===== src/rtl/bsf_pkg.sv =====
package bsf_pkg;

  typedef enum logic [1:0] {
    ACT_ABORT    = 2'd0,
    ACT_RAZWI    = 2'd1,
    ACT_ALLOW_S  = 2'd2,
    ACT_ALLOW_NS = 2'd3
  } bsf_action_e;

  typedef enum logic [1:0] {
    ST_IDLE  = 2'd0,
    ST_ISSUE = 2'd1,
    ST_WAIT  = 2'd2,
    ST_RESP  = 2'd3
  } bsf_state_e;

  // Priority: exempt region first, then non-secure region, then master level.
  function automatic bsf_action_e bsf_decide(input logic exempt, input logic ns_region,
                                             input logic master_ns, input logic err_resp);
    if (exempt)         return master_ns ? ACT_ALLOW_NS : ACT_ALLOW_S;
    else if (ns_region) return ACT_ALLOW_NS;
    else if (!master_ns) return ACT_ALLOW_S;
    else                return err_resp ? ACT_ABORT : ACT_RAZWI;
  endfunction

  function automatic logic bsf_is_blocked(input bsf_action_e a);
    return (a == ACT_ABORT) || (a == ACT_RAZWI);
  endfunction

endpackage


===== src/rtl/bsf_decide.sv =====
module bsf_decide
  import bsf_pkg::*;
(
  input  logic        lk_exempt,
  input  logic        lk_nonsec,
  input  logic        cfg_nonsec,
  input  logic        cfg_sec_resp,
  output bsf_action_e action
);

  always_comb begin
    action = bsf_decide(lk_exempt, lk_nonsec, cfg_nonsec, cfg_sec_resp);
  end

endmodule


===== src/rtl/bsf_irq.sv =====
module bsf_irq (
  input  logic clk,
  input  logic rst_n,
  input  logic abort_evt,
  input  logic irq_clear,
  output logic irq_status
);

  logic status_q;

  // Clear has priority over a simultaneous abort.
  always_ff @(posedge clk) begin
    if (!rst_n)          status_q <= 1'b0;
    else if (irq_clear)  status_q <= 1'b0;
    else if (abort_evt)  status_q <= 1'b1;
  end

  assign irq_status = status_q;

  assert_irq_set_R6: assert property (@(posedge clk) disable iff (!rst_n)
    abort_evt && !irq_clear |=> irq_status);

  assert_irq_sticky_R6: assert property (@(posedge clk) disable iff (!rst_n)
    irq_status && !irq_clear |=> irq_status);

  assert_irq_clear_wins_R7: assert property (@(posedge clk) disable iff (!rst_n)
    irq_clear |=> !irq_status);

endmodule


===== src/rtl/bsf_xfer.sv =====
module bsf_xfer
  import bsf_pkg::*;
#(
  parameter int ADDR_W = 32,
  parameter int DATA_W = 64
) (
  input  logic              clk,
  input  logic              rst_n,
  input  bsf_action_e       action,
  output logic              accept,
  input  logic              up_req_valid,
  output logic              up_req_ready,
  input  logic              up_req_write,
  input  logic [ADDR_W-1:0] up_req_addr,
  input  logic [1:0]        up_req_size,
  input  logic [DATA_W-1:0] up_req_wdata,
  output logic              up_rsp_valid,
  input  logic              up_rsp_ready,
  output logic [DATA_W-1:0] up_rsp_rdata,
  output logic              up_rsp_err,
  output logic              dn_req_valid,
  input  logic              dn_req_ready,
  output logic              dn_req_write,
  output logic [ADDR_W-1:0] dn_req_addr,
  output logic [1:0]        dn_req_size,
  output logic [DATA_W-1:0] dn_req_wdata,
  output logic              dn_req_secure,
  input  logic              dn_rsp_valid,
  output logic              dn_rsp_ready,
  input  logic [DATA_W-1:0] dn_rsp_rdata,
  input  logic              dn_rsp_err
);

  // Little-endian lane mask: the low (8 << size) bits are live.
  function automatic logic [DATA_W-1:0] lane_mask(input logic [1:0] sz);
    logic [DATA_W-1:0] m;
    int nbits;
    nbits = 8 << sz;
    for (int i = 0; i < DATA_W; i++) m[i] = (i < nbits);
    return m;
  endfunction

  bsf_state_e        state_q;
  logic              wr_q;
  logic [ADDR_W-1:0] addr_q;
  logic [1:0]        size_q;
  logic [DATA_W-1:0] wdata_q;
  logic              sec_q;
  logic [DATA_W-1:0] rdata_q;
  logic              err_q;
  logic              blocked;

  assign up_req_ready = (state_q == ST_IDLE);
  assign accept       = up_req_valid && up_req_ready;
  assign blocked      = bsf_is_blocked(action);

  always_ff @(posedge clk) begin
    if (!rst_n) begin
      state_q <= ST_IDLE;
      wr_q    <= 1'b0;
      addr_q  <= '0;
      size_q  <= '0;
      wdata_q <= '0;
      sec_q   <= 1'b0;
      rdata_q <= '0;
      err_q   <= 1'b0;
    end else begin
      case (state_q)
        ST_IDLE: begin
          if (accept) begin
            if (blocked) begin
              rdata_q <= '0;
              err_q   <= (action == ACT_ABORT);
              state_q <= ST_RESP;
            end else begin
              wr_q    <= up_req_write;
              addr_q  <= up_req_addr;
              size_q  <= up_req_size;
              wdata_q <= up_req_wdata & lane_mask(up_req_size);
              sec_q   <= (action == ACT_ALLOW_S);
              state_q <= ST_ISSUE;
            end
          end
        end
        ST_ISSUE: if (dn_req_ready) state_q <= ST_WAIT;
        ST_WAIT: begin
          if (dn_rsp_valid) begin
            rdata_q <= dn_rsp_rdata;
            err_q   <= dn_rsp_err;
            state_q <= ST_RESP;
          end
        end
        ST_RESP: if (up_rsp_ready) state_q <= ST_IDLE;
        default: state_q <= ST_IDLE;
      endcase
    end
  end

  assign dn_req_valid  = (state_q == ST_ISSUE);
  assign dn_req_write  = wr_q;
  assign dn_req_addr   = addr_q;
  assign dn_req_size   = size_q;
  assign dn_req_wdata  = wdata_q;
  assign dn_req_secure = sec_q;
  assign dn_rsp_ready  = (state_q == ST_WAIT);
  assign up_rsp_valid  = (state_q == ST_RESP);
  assign up_rsp_rdata  = rdata_q;
  assign up_rsp_err    = err_q;

  assert_block_no_issue_R4: assert property (@(posedge clk) disable iff (!rst_n)
    accept && blocked |=> up_rsp_valid && !dn_req_valid);

  assert_razwi_resp_R5: assert property (@(posedge clk) disable iff (!rst_n)
    accept && (action == ACT_RAZWI) |=> (up_rsp_rdata == '0) && !up_rsp_err);

  assert_abort_resp_R6: assert property (@(posedge clk) disable iff (!rst_n)
    accept && (action == ACT_ABORT) |=> up_rsp_err);

  assert_dn_hold_R9: assert property (@(posedge clk) disable iff (!rst_n)
    dn_req_valid && !dn_req_ready |=> dn_req_valid && $stable(dn_req_addr) && $stable(dn_req_secure));

  assert_rsp_hold_R9: assert property (@(posedge clk) disable iff (!rst_n)
    up_rsp_valid && !up_rsp_ready |=> up_rsp_valid && $stable(up_rsp_rdata) && $stable(up_rsp_err));

  assert_lanes_zero_R10: assert property (@(posedge clk) disable iff (!rst_n)
    dn_req_valid |-> (dn_req_wdata & ~lane_mask(dn_req_size)) == '0);

  assert_one_outstanding_R11: assert property (@(posedge clk) disable iff (!rst_n)
    (up_rsp_valid || dn_req_valid || dn_rsp_ready) |-> !up_req_ready);

endmodule


===== src/rtl/bus_sec_filter.sv =====
module bus_sec_filter
  import bsf_pkg::*;
#(
  parameter int ADDR_W = 32,
  parameter int DATA_W = 64
) (
  input  logic              clk,
  input  logic              rst_n,
  input  logic              cfg_nonsec,
  input  logic              cfg_sec_resp,
  input  logic              irq_clear,
  output logic              irq,
  input  logic              up_req_valid,
  output logic              up_req_ready,
  input  logic              up_req_write,
  input  logic [ADDR_W-1:0] up_req_addr,
  input  logic [1:0]        up_req_size,
  input  logic [DATA_W-1:0] up_req_wdata,
  output logic              up_rsp_valid,
  input  logic              up_rsp_ready,
  output logic [DATA_W-1:0] up_rsp_rdata,
  output logic              up_rsp_err,
  output logic [ADDR_W-1:0] lk_addr,
  input  logic              lk_exempt,
  input  logic              lk_nonsec,
  output logic              dn_req_valid,
  input  logic              dn_req_ready,
  output logic              dn_req_write,
  output logic [ADDR_W-1:0] dn_req_addr,
  output logic [1:0]        dn_req_size,
  output logic [DATA_W-1:0] dn_req_wdata,
  output logic              dn_req_secure,
  input  logic              dn_rsp_valid,
  output logic              dn_rsp_ready,
  input  logic [DATA_W-1:0] dn_rsp_rdata,
  input  logic              dn_rsp_err
);

  bsf_action_e action;
  logic        accept;
  logic        abort_evt;

  assign lk_addr = up_req_addr;

  bsf_decide decide_i (
    .lk_exempt    (lk_exempt),
    .lk_nonsec    (lk_nonsec),
    .cfg_nonsec   (cfg_nonsec),
    .cfg_sec_resp (cfg_sec_resp),
    .action       (action)
  );

  bsf_xfer #(.ADDR_W(ADDR_W), .DATA_W(DATA_W)) xfer_i (
    .clk           (clk),
    .rst_n         (rst_n),
    .action        (action),
    .accept        (accept),
    .up_req_valid  (up_req_valid),
    .up_req_ready  (up_req_ready),
    .up_req_write  (up_req_write),
    .up_req_addr   (up_req_addr),
    .up_req_size   (up_req_size),
    .up_req_wdata  (up_req_wdata),
    .up_rsp_valid  (up_rsp_valid),
    .up_rsp_ready  (up_rsp_ready),
    .up_rsp_rdata  (up_rsp_rdata),
    .up_rsp_err    (up_rsp_err),
    .dn_req_valid  (dn_req_valid),
    .dn_req_ready  (dn_req_ready),
    .dn_req_write  (dn_req_write),
    .dn_req_addr   (dn_req_addr),
    .dn_req_size   (dn_req_size),
    .dn_req_wdata  (dn_req_wdata),
    .dn_req_secure (dn_req_secure),
    .dn_rsp_valid  (dn_rsp_valid),
    .dn_rsp_ready  (dn_rsp_ready),
    .dn_rsp_rdata  (dn_rsp_rdata),
    .dn_rsp_err    (dn_rsp_err)
  );

  assign abort_evt = accept && (action == ACT_ABORT);

  bsf_irq irq_i (
    .clk        (clk),
    .rst_n      (rst_n),
    .abort_evt  (abort_evt),
    .irq_clear  (irq_clear),
    .irq_status (irq)
  );

  assert_exempt_attr_R1: assert property (@(posedge clk) disable iff (!rst_n)
    accept && lk_exempt |=> dn_req_valid && (dn_req_secure == !$past(cfg_nonsec)));

  assert_nsregion_attr_R2: assert property (@(posedge clk) disable iff (!rst_n)
    accept && !lk_exempt && lk_nonsec |=> dn_req_valid && !dn_req_secure);

  assert_secure_attr_R3: assert property (@(posedge clk) disable iff (!rst_n)
    accept && !lk_exempt && !lk_nonsec && !cfg_nonsec |=> dn_req_valid && dn_req_secure);

  assert_block_path_R4: assert property (@(posedge clk) disable iff (!rst_n)
    accept && !lk_exempt && !lk_nonsec && cfg_nonsec |=> !dn_req_valid && up_rsp_valid);

endmodule


===== config.mk =====
export PLATFORM = sky130hd
export DESIGN_NAME = bus_sec_filter
export DESIGN_NICKNAME = d
export VERILOG_FILES = /design/src/rtl/bsf_pkg.sv /design/src/rtl/bsf_decide.sv /design/src/rtl/bsf_irq.sv /design/src/rtl/bsf_xfer.sv /design/src/rtl/bus_sec_filter.sv
export SDC_FILE = /design/constraint.sdc
export NUM_CORES = 1
export LEC_CHECK = 0
export BUFFER_PORTS_ARGS = -buffer_cell sky130_fd_sc_hd__buf_2
export CAP_MARGIN = 20
export CORE_AREA = 2 2 144 146
export CTS_CLUSTER_SIZE = 14
export DETAILED_ROUTE_END_ITERATION = 8
export DIE_AREA = 0 0 146 148
export PLACE_DENSITY = 0.66
export SLEW_MARGIN = 20
export SYNTH_ARGS = -nofsm -noshare
export SYNTH_HDL_FRONTEND = slang
export SYNTH_SLANG_ARGS = --single-unit

===== constraint.sdc =====
create_clock -name clk -period 2.16 [get_ports clk]
set_clock_uncertainty 0.1 [all_clocks]
set_input_delay 0.432 -clock clk [delete_from_list [all_inputs] [get_ports clk]]
set_output_delay 0.432 -clock clk [all_outputs]
set_load 0.1 [all_outputs]

## After elaboration in Yosys (flattened, before gate mapping)

Index checks and enable logic that the tools add are counted.

| operators by class | value |
|---|---|
| $lt $le $gt $ge | 64 |
| equality and inequality tests | 10 |
| shift-type cells | 1 |
| multiplexer cells | 19 |
| bitwise logic cells | 3 |
| reductions and logical operators | 10 |

Operators with widths:

| operator | count |
|---|---|
| $lt 7x32->1 const A | 32 |
| $lt 6x32->1 const A | 16 |
| $lt 5x32->1 const A | 8 |
| $mux 64 | 3 |
| $lt 4x32->1 const A | 4 |
| $pmux 64 s2 | 1 |
| $and 64x64->64 | 1 |
| $lt 3x32->1 const A | 2 |
| $lt 1x32->1 const A | 1 |
| $lt 2x32->1 const A | 1 |
| $shl 4x2->32 const A | 1 |
| $mux 2 | 8 |
| $pmux 2 s4 | 1 |
| $reduce_and 4->1 | 2 |
| $eq 2x2->1 const B | 3 |
| $ne 2x2->1 const B | 3 |
| $mux 1 | 5 |
| $eq 2x1->1 const B | 2 |
| $logic_not 2->1 | 2 |
| $ne 2x1->1 const B | 2 |
| $reduce_and 3->1 | 1 |
| $logic_and 1x1->1 | 2 |
| $not 1->1 | 2 |
| $pmux 1 s2 | 1 |
| 3 further kinds | 3 |

| storage, ports and cells | value |
|---|---|
| register bits | 168 |
| output and inout bits | 202 |
| word-level logic and storage cells | 116 |

## Depth between registers and ports, before layout

Gate-level depths: netlist of the first run.

| logic depth | value |
|---|---|
| depth in word-level cells | 9 |
| depth in mapped cells | 8 |

## Cells and area by module

Synthesis of the first run repeated with hierarchy kept, for this count alone.

| unflattened totals | value |
|---|---|
| cell total of the unflattened synthesis | 797 |
| area total of the unflattened synthesis | 6831.6 µm² |

Modules (own cells, without submodules):

| module | instances | cells an instance | area an instance (µm²) | seq. area each (µm²) |
|---|---|---|---|---|
| bsf_xfer | 1 | 756 | 6516.2 | 3343.2 |
| bus_sec_filter | 1 | 33 | 252.7 | 0.0 |
| bsf_irq | 1 | 3 | 36.3 | 20.0 |
| bsf_decide | 1 | 5 | 26.3 | 0.0 |

## Worst setup path after synthesis of the first run

OpenSTA, ideal clock, no wires.

| timing path | value |
|---|---|
| kind | flip-flop to flip-flop |
| start | reg xfer_i.state_q[0] |
| end | reg xfer_i.rdata_q[0] (netlist: xfer_i.up_rsp_rdata[0]) |
| data arrival time | 2252 ps |
| path slack | -309 ps |
| stages on the path, launching flop included | 7 |
| path buffers | 1 |
| period minus slack after synthesis | 2469 ps |
| cell sequence | dfxtp_1 inv_1 ha_1 and4bb_4 o211ai_4 buf_2 a32o_1 |

| between the ends | value |
|---|---|
| cells in the longest elaborated chain, start to end | 4 |
| elaborated cells between the ends (all ways) | 9 |
| classes of those cells | 4 x eq/ne; 1 x mux; 4 x reduce/logical |

Ends and longest elaborated chain:

| element | RTL line | RTL |
|---|---|---|
| from (decl) | bsf_xfer.sv:43 | `bsf_state_e state_q;` |
| from (signal assigned) | bsf_xfer.sv:59 | `state_q <= ST_IDLE;` |
| from (signal assigned) | bsf_xfer.sv:74 | `state_q <= ST_RESP;` |
| from (signal assigned) | bsf_xfer.sv:81 | `state_q <= ST_ISSUE;` |
| $logic_not 2->1 * | bsf_xfer.sv:53 | `assign up_req_ready = (state_q == ST_IDLE);` |
| named net up_req_ready | bus_sec_filter.sv:14 | `output logic up_req_ready,` |
| $logic_and 1x1->1 | bsf_xfer.sv:54 | `assign accept = up_req_valid && up_req_ready;` |
| $ne 2x2->1 (no source line) | - |  |
| $reduce_and 4->1 (no source line) | - |  |
| to (signal assigned) | bsf_xfer.sv:88 | `rdata_q <= dn_rsp_rdata;` |
| to (decl) | bsf_xfer.sv:49 | `logic [DATA_W-1:0] rdata_q;` |

Mark *: on every way through the listed nets, which the timed path passes. The rest lies on a longest branch.
A chain may end at the register's enable or synchronous reset.

## Worst setup path after layout of the first run

| timing path | value |
|---|---|
| start | reg xfer_i.state_q[0] |
| end | out up_req_ready |

| between the ends | value |
|---|---|
| cells in the longest elaborated chain, start to end | 1 |

Ends and longest elaborated chain:

| element | RTL line |
|---|---|
| $logic_not 2->1 | bsf_xfer.sv:53 |
| to (decl) | bus_sec_filter.sv:14 |

Every way passes these cells.

==> results.toml, run 1 <==
[route]
drt-initial-drc-count = 460
dr.pass1.iters = 5
routed_wl_um = 21970
ant_nets = 0
drt-vias-per-instance = 5.189
wl_per_cell_um = 17.31
vias = 6585
drcViolationCount = 0

[worst_setup_path]
crit_fanout = 8
cp-end-kind = "primary output"
worstPathRequired_ns = 1.63
cp_top_family = "buffers and inverters"
cpMaxStageDelayCell = "dfxtp_1"
crit_chain = "inv_1 -> ha_2 -> buf_4"
critPathKind = "flop to primary output"
crit-reg2reg-launch = "xfer_i.state_q[0]"
max_stage_delay_ns = 0.34
path_buf_inv = 2
crit_path_start = "xfer_i.state_q[0]"
arrival_ns = 1.51
startpoint_type = "flop"

[synth]
syn_inst = 686
ys.flop_type = "dfxtp_1"
async_flop_share_pct = 0
syn_nets = 865
synth_top_area_cell = "dfxtp_1"
synth.distinct_cells = 35
synthTopCellsByArea = "dfxtp_1, a32o_1, a21oi_1"
yosysSeqAreaShare_pct = 51.69
syn_area_um2 = 6506
synth-edff-count = 0
ys_warn_count = 0
ys_ff_latch = 168
synth.avg_cell_area_um2 = 9.484
yosys.area.top_type_share_pct = 51.69

[power_and_ir_drop]
power_density_nw_per_um2 = 1283
swShare_pct = 48.21
total_power_mw = 11.54
switchingPower_mw = 5.565
pwr-share-clk_pct = 26.5
p_leak_nw = 4.050
pwr-share-comb_pct = 42.3
power_frac_seq_pct = 31.2
peakVddDrop_uv = 464.6
p_int_mw = 5.979

[final_layout]
drive_above_1_share_pct = 43.99
synthToLayoutAreaGrowth_pct = 38.27
nets = 1164
final_common_cell = "buf_2"
mostFrequentLayoutCells = "buf_2, dfxtp_1, a21oi_1, o21ai_0, a32o_1"
stdcell_count = 1269

[grt]
grt_pass1_wl_um = 33250
grt.total_usage_pct = 19.05
grt_pass1_vias = 6006
grt_start_max_net_pins = 77
grt-ovfl-total = 0
grt_antenna_before_repair = 1

[placement]
dpl.hpwl_um = 15170
post-place-ws_ns = 0.2554
dp_cells = 1236
portBuffers = 376
routabilityCongestion = 0.8052

[sta]
tightest_slew_ns = 0.6851
period_share_pct = 94.38
drv_slew = 0
setup_slack_ns = 0.1215
fin_tns_setup_ns = 0
rsz0062_at_grt = "false"
whs_ns = 0.06377
hold_viol = 0
setup_viol = 0
fmaxAchievable_mhz = 490.6
period_minus_slack_ns = 2.039
max_slew_margin_pct = 54.33

[clocking]
cts_tree = "built"
max-clock-path-buffers = 2
cts_root_buf = "clkbuf_16"
clock_sinks = 168
htree_num_levels = 4
clkTransAtPathRegs_ns = 0.07
cts_setup_buffers = 0
cts_buffers = 17
cts-hold-fix-buffers = 0
clk-insertion-delay-late_ns = 0.42

[floorplanning]
fp.dieH_um = 148
initial_core_util_pct = 32.47
die_area_um2 = 21610
die_w_um = 146
coreArea_um2 = 20040
rows = 52
io_pins = 377

[min_path]
hp-start = "irq_clear"
hold_class = "primary input to flop"

[outcome]
status = "completed"

[flow_run]
drv_cap = 0
[metal layers]
layer / global-route usage (%) / vias to the layer above / routed length, µm
li1: - / 3159 / -
met1: 25.85 / 3156 / 9613
met2: 29.22 / 234 / 10530
met3: 5.247 / 36 / 1345
met4: 6.699 / 0 / 484
met5: 0 / - / 0
[kinds of logic after synthesis]
kind of cell             count (synthesis)  synth area share [%]
AO/OA/AOI/OAI                          275                 26.90
flip-flops                             168                 51.69
buffers and inverters                  120                 9.788
AND/OR/NAND/NOR                        118                 10.69
adder cells (fa/ha/maj)                  4                0.7693
multiplexers                             1                0.1539
[power by group through the flow]
| stage | clock network, mW | registers, mW | logic [mW] |
|---|---|---|---|
| after global placement | 0 | 3.66 | 4.87 |
| after detailed placement | 0 | 3.66 | 4.88 |
| final | 3.06 | 3.60 | 4.88 |
| after CTS | 3.14 | 3.60 | 4.89 |
| after global routing | 3.28 | 3.64 | 5.09 |
| after floorplan | 0 | 5.95 | 1.66 |
[per-stage QoR]
stage | util (%) | cell area (µm²)
after floorplan | - | 6511
after global placement | 41.92 | 8401
after detailed placement | 41.92 | 8401
after CTS | 44.87 | 8991
after global routing | 44.89 | 8996
final | 44.89 | 8996
[state kept, by name (all words and copies together) (netlist names)]
signal / cells
xfer_i.dn_req_secure: 1
xfer_i.up_rsp_err: 1
xfer_i.dn_req_wdata: 64
xfer_i.dn_req_size: 2
xfer_i.dn_req_write: 1
irq_i.irq_status: 1
xfer_i.dn_req_addr: 32
xfer_i.state_q: 2
xfer_i.up_rsp_rdata: 64
[timing repair]
action | in CTS | in global routing
gates resized for setup | 1 | 1
setup endpoints to repair | 1 | 1
pin swaps | 0 | 0
hold endpoints to repair | 0 | 0
[worst paths after layout]
| path | end | slack, ns | cells past startpoint |
|---|---|---|---|
| worst max-delay path | up_req_ready | 0.12 | 3 |
| worst min-delay path | irq_i.irq_status | 0.06 | 2 |
| worst max register to register | xfer_i.up_rsp_rdata[39] | 0.22 | 6 |
| worst min register to register | xfer_i.dn_req_addr[24] | 0.37 | 2 |
[cell type report]
cell class / instances / area (µm²)
multi-input combinational: 398 / 2526
timing repair buffer: 396 / 2162
sequential: 168 / 3363
inverter: 4 / 16.27
tap: 270 / 337.8
antenna: 1 / 2.502
clock buffer: 18 / 429.2
fill: 2020 / 11040
clock inverter: 14 / 158.9
[worst reg2reg max path, stage by stage, from the launching register on]
cell and delay [ns]:
dfxtp_1 0.39, inv_1 0.09, ha_2 0.27, nand2b_1 0.28
o2111a_2 0.32, buf_12 0.25, a32o_1 0.19
[synthesized netlist by cell type (3+ instances only)]
master,instances
o21ai_0,81
nand3_1,43
and2_1,3
buf_1,14
nand2b_1,4
buf_6,6
inv_1,4
nand4_1,56
o21ai_1,18
a21oi_1,101
dfxtp_1,168
a32o_1,64
clkbuf_1,51
ha_1,4
buf_2,11
buf_4,34
(Power assumes the default switching activity.)
==> inputs of run 2 (changes only) <==
--- a/config.mk
+++ b/config.mk
@@ -12,6 +12,7 @@
 export DETAILED_ROUTE_END_ITERATION = 8
 export DIE_AREA = 0 0 146 148
 export PLACE_DENSITY = 0.66
+export RECOVER_POWER = 50
 export SLEW_MARGIN = 20
 export SYNTH_ARGS = -nofsm -noshare
 export SYNTH_HDL_FRONTEND = slang
==> results.toml, run 2 (same netlist as run 1, synthesis figures left out) <==
[worst_setup_path]
path_buf_inv = 2
crit_fanout = 8
max_stage_delay_ns = 0.34
critPathKind = "flop to primary output"
cp-end-kind = "primary output"
cp_top_family = "buffers and inverters"
cpMaxStageDelayCell = "dfxtp_1"
startpoint_type = "flop"
worstPathRequired_ns = 1.63
crit_chain = "inv_1 -> ha_2 -> buf_4"
arrival_ns = 1.50

[grt]
grt_pass1_wl_um = 33250
grt_most_used_layer = "met2"
grt_pass1_vias = 6006
grt-ovfl-total = 0
grtUsageMet2_pct = 29.22
grt_start_max_net_pins = 77
met3_usage_pct = 5.247
grt.total_usage_pct = 19.05
grt_antenna_before_repair = 1
grt_use_met1_pct = 25.85

[power_and_ir_drop]
swShare_pct = 48.29
peakVddDrop_uv = 463.1
power_frac_seq_pct = 31.3
pwr-share-clk_pct = 26.6
p_leak_nw = 3.850
p_int_mw = 5.959
switchingPower_mw = 5.565
pwr-share-comb_pct = 42.1
power_density_nw_per_um2 = 1287

[min_path]
hold_class = "primary input to flop"

[floorplanning]
fp.dieH_um = 148
coreArea_um2 = 20040
rows = 52
die_area_um2 = 21610
initial_core_util_pct = 32.47
die_w_um = 146
io_pins = 377

[placement]
dpl.hpwl_um = 15170
portBuffers = 376
routabilityCongestion = 0.8052

[final_layout]
nets = 1164
final_common_cell = "buf_2"
fillers = 2032
synthToLayoutAreaGrowth_pct = 37.65
post-route-util_pct = 44.69
mostFrequentLayoutCells = "buf_2, dfxtp_1, clkbuf_2, a21oi_1, o21ai_0"
drive_above_1_share_pct = 40.88

[route]
routed_wl_um = 21890
wl_per_cell_um = 17.25
drt-vias-per-instance = 5.196
vias = 6594
ant_nets = 0
drcViolationCount = 0
dr.pass1.iters = 5
drt-initial-drc-count = 433

[clocking]
htree_num_levels = 4
cts-hold-fix-buffers = 0
cts_setup_buffers = 0
cts_buffers = 17
clock_sinks = 168
clkTransAtPathRegs_ns = 0.07
max-clock-path-buffers = 2
clk-insertion-delay-late_ns = 0.41
cts_tree = "built"
cts_root_buf = "clkbuf_16"

[sta]
tightest_slew_ns = 1.184
max_slew_margin_pct = 21.37
hold_viol = 0
whs_ns = 0.06620
drv_slew = 0
fin_tns_setup_ns = 0
fmaxAchievable_mhz = 493.2
period_share_pct = 93.88
setup_viol = 0
rsz0062_at_grt = "false"
period_minus_slack_ns = 2.028

[flow_run]
drv_cap = 0

[outcome]
status = "completed"
-- run 2: changes by cell type in the layout (fill, tap and decap cells not counted) --
cell | previous run | this run
buf_2 | 374 | 202
clkbuf_2 | 0 | 142
clkbuf_1 | 1 | 30
buf_1 | 0 | 1
nand2_1 | 0 | 1
nand2_2 | 1 | 0
-- run 2: layout make-up --
class                      instances  area [µm²]  area share [%]
antenna                            1       2.502         0.02794
clock buffer                      18       429.2           4.792
clock inverter                    14       158.9           1.774
inverter                           4       16.27          0.1816
multi-input combinational        398        2524           28.18
sequential                       168        3363           37.55
tap                              270       337.8           3.772
timing repair buffer             396        2125           23.72
-- run 2: through the flow --
step	instances	worst slack, ns	total power [mW]	area [µm²]
floorplan	686	0.05664	7.613	6511
CTS	1268	0.02006	11.62	8991
global placement	1236	0.2572	8.530	8401
finish	1269	0.1323	11.52	8956
global route	1269	0.04729	11.99	8956
detailed placement	1236	0.2554	8.540	8401
-- run 2: path summary, 6_finish.rpt --
kind                            from                       to  slack, ns  depth (start not counted)
max                xfer_i.state_q[0]             up_req_ready       0.13                          3
min                        irq_clear         irq_i.irq_status       0.07                          2
max reg2reg        xfer_i.state_q[0]  xfer_i.up_rsp_rdata[44]       0.24                          6
min reg2reg  xfer_i.dn_req_wdata[47]  xfer_i.dn_req_wdata[47]       0.37                          2
-- run 2: timing repair --
action                                  in CTS  in global routing
endpoints found under the hold margin        0                  0
resized for setup                            1                  1
endpoints found under the setup margin       1                  1
-- run 2: power by group through the flow --
stage	combinational (mW)	clock (mW)	sequential (mW)
after floorplan	1.66	0	5.95
after global placement	4.87	0	3.66
after detailed placement	4.88	0	3.66
after CTS	4.89	3.14	3.60
after global routing	5.07	3.28	3.65
final	4.86	3.06	3.61
-- run 2: metal layers --
metal	up-vias	part of all wire, %
li1	3163	-
met1	3166	43
met2	227	48
met3	38	6.2
met4	0	2.3
met5	-	0
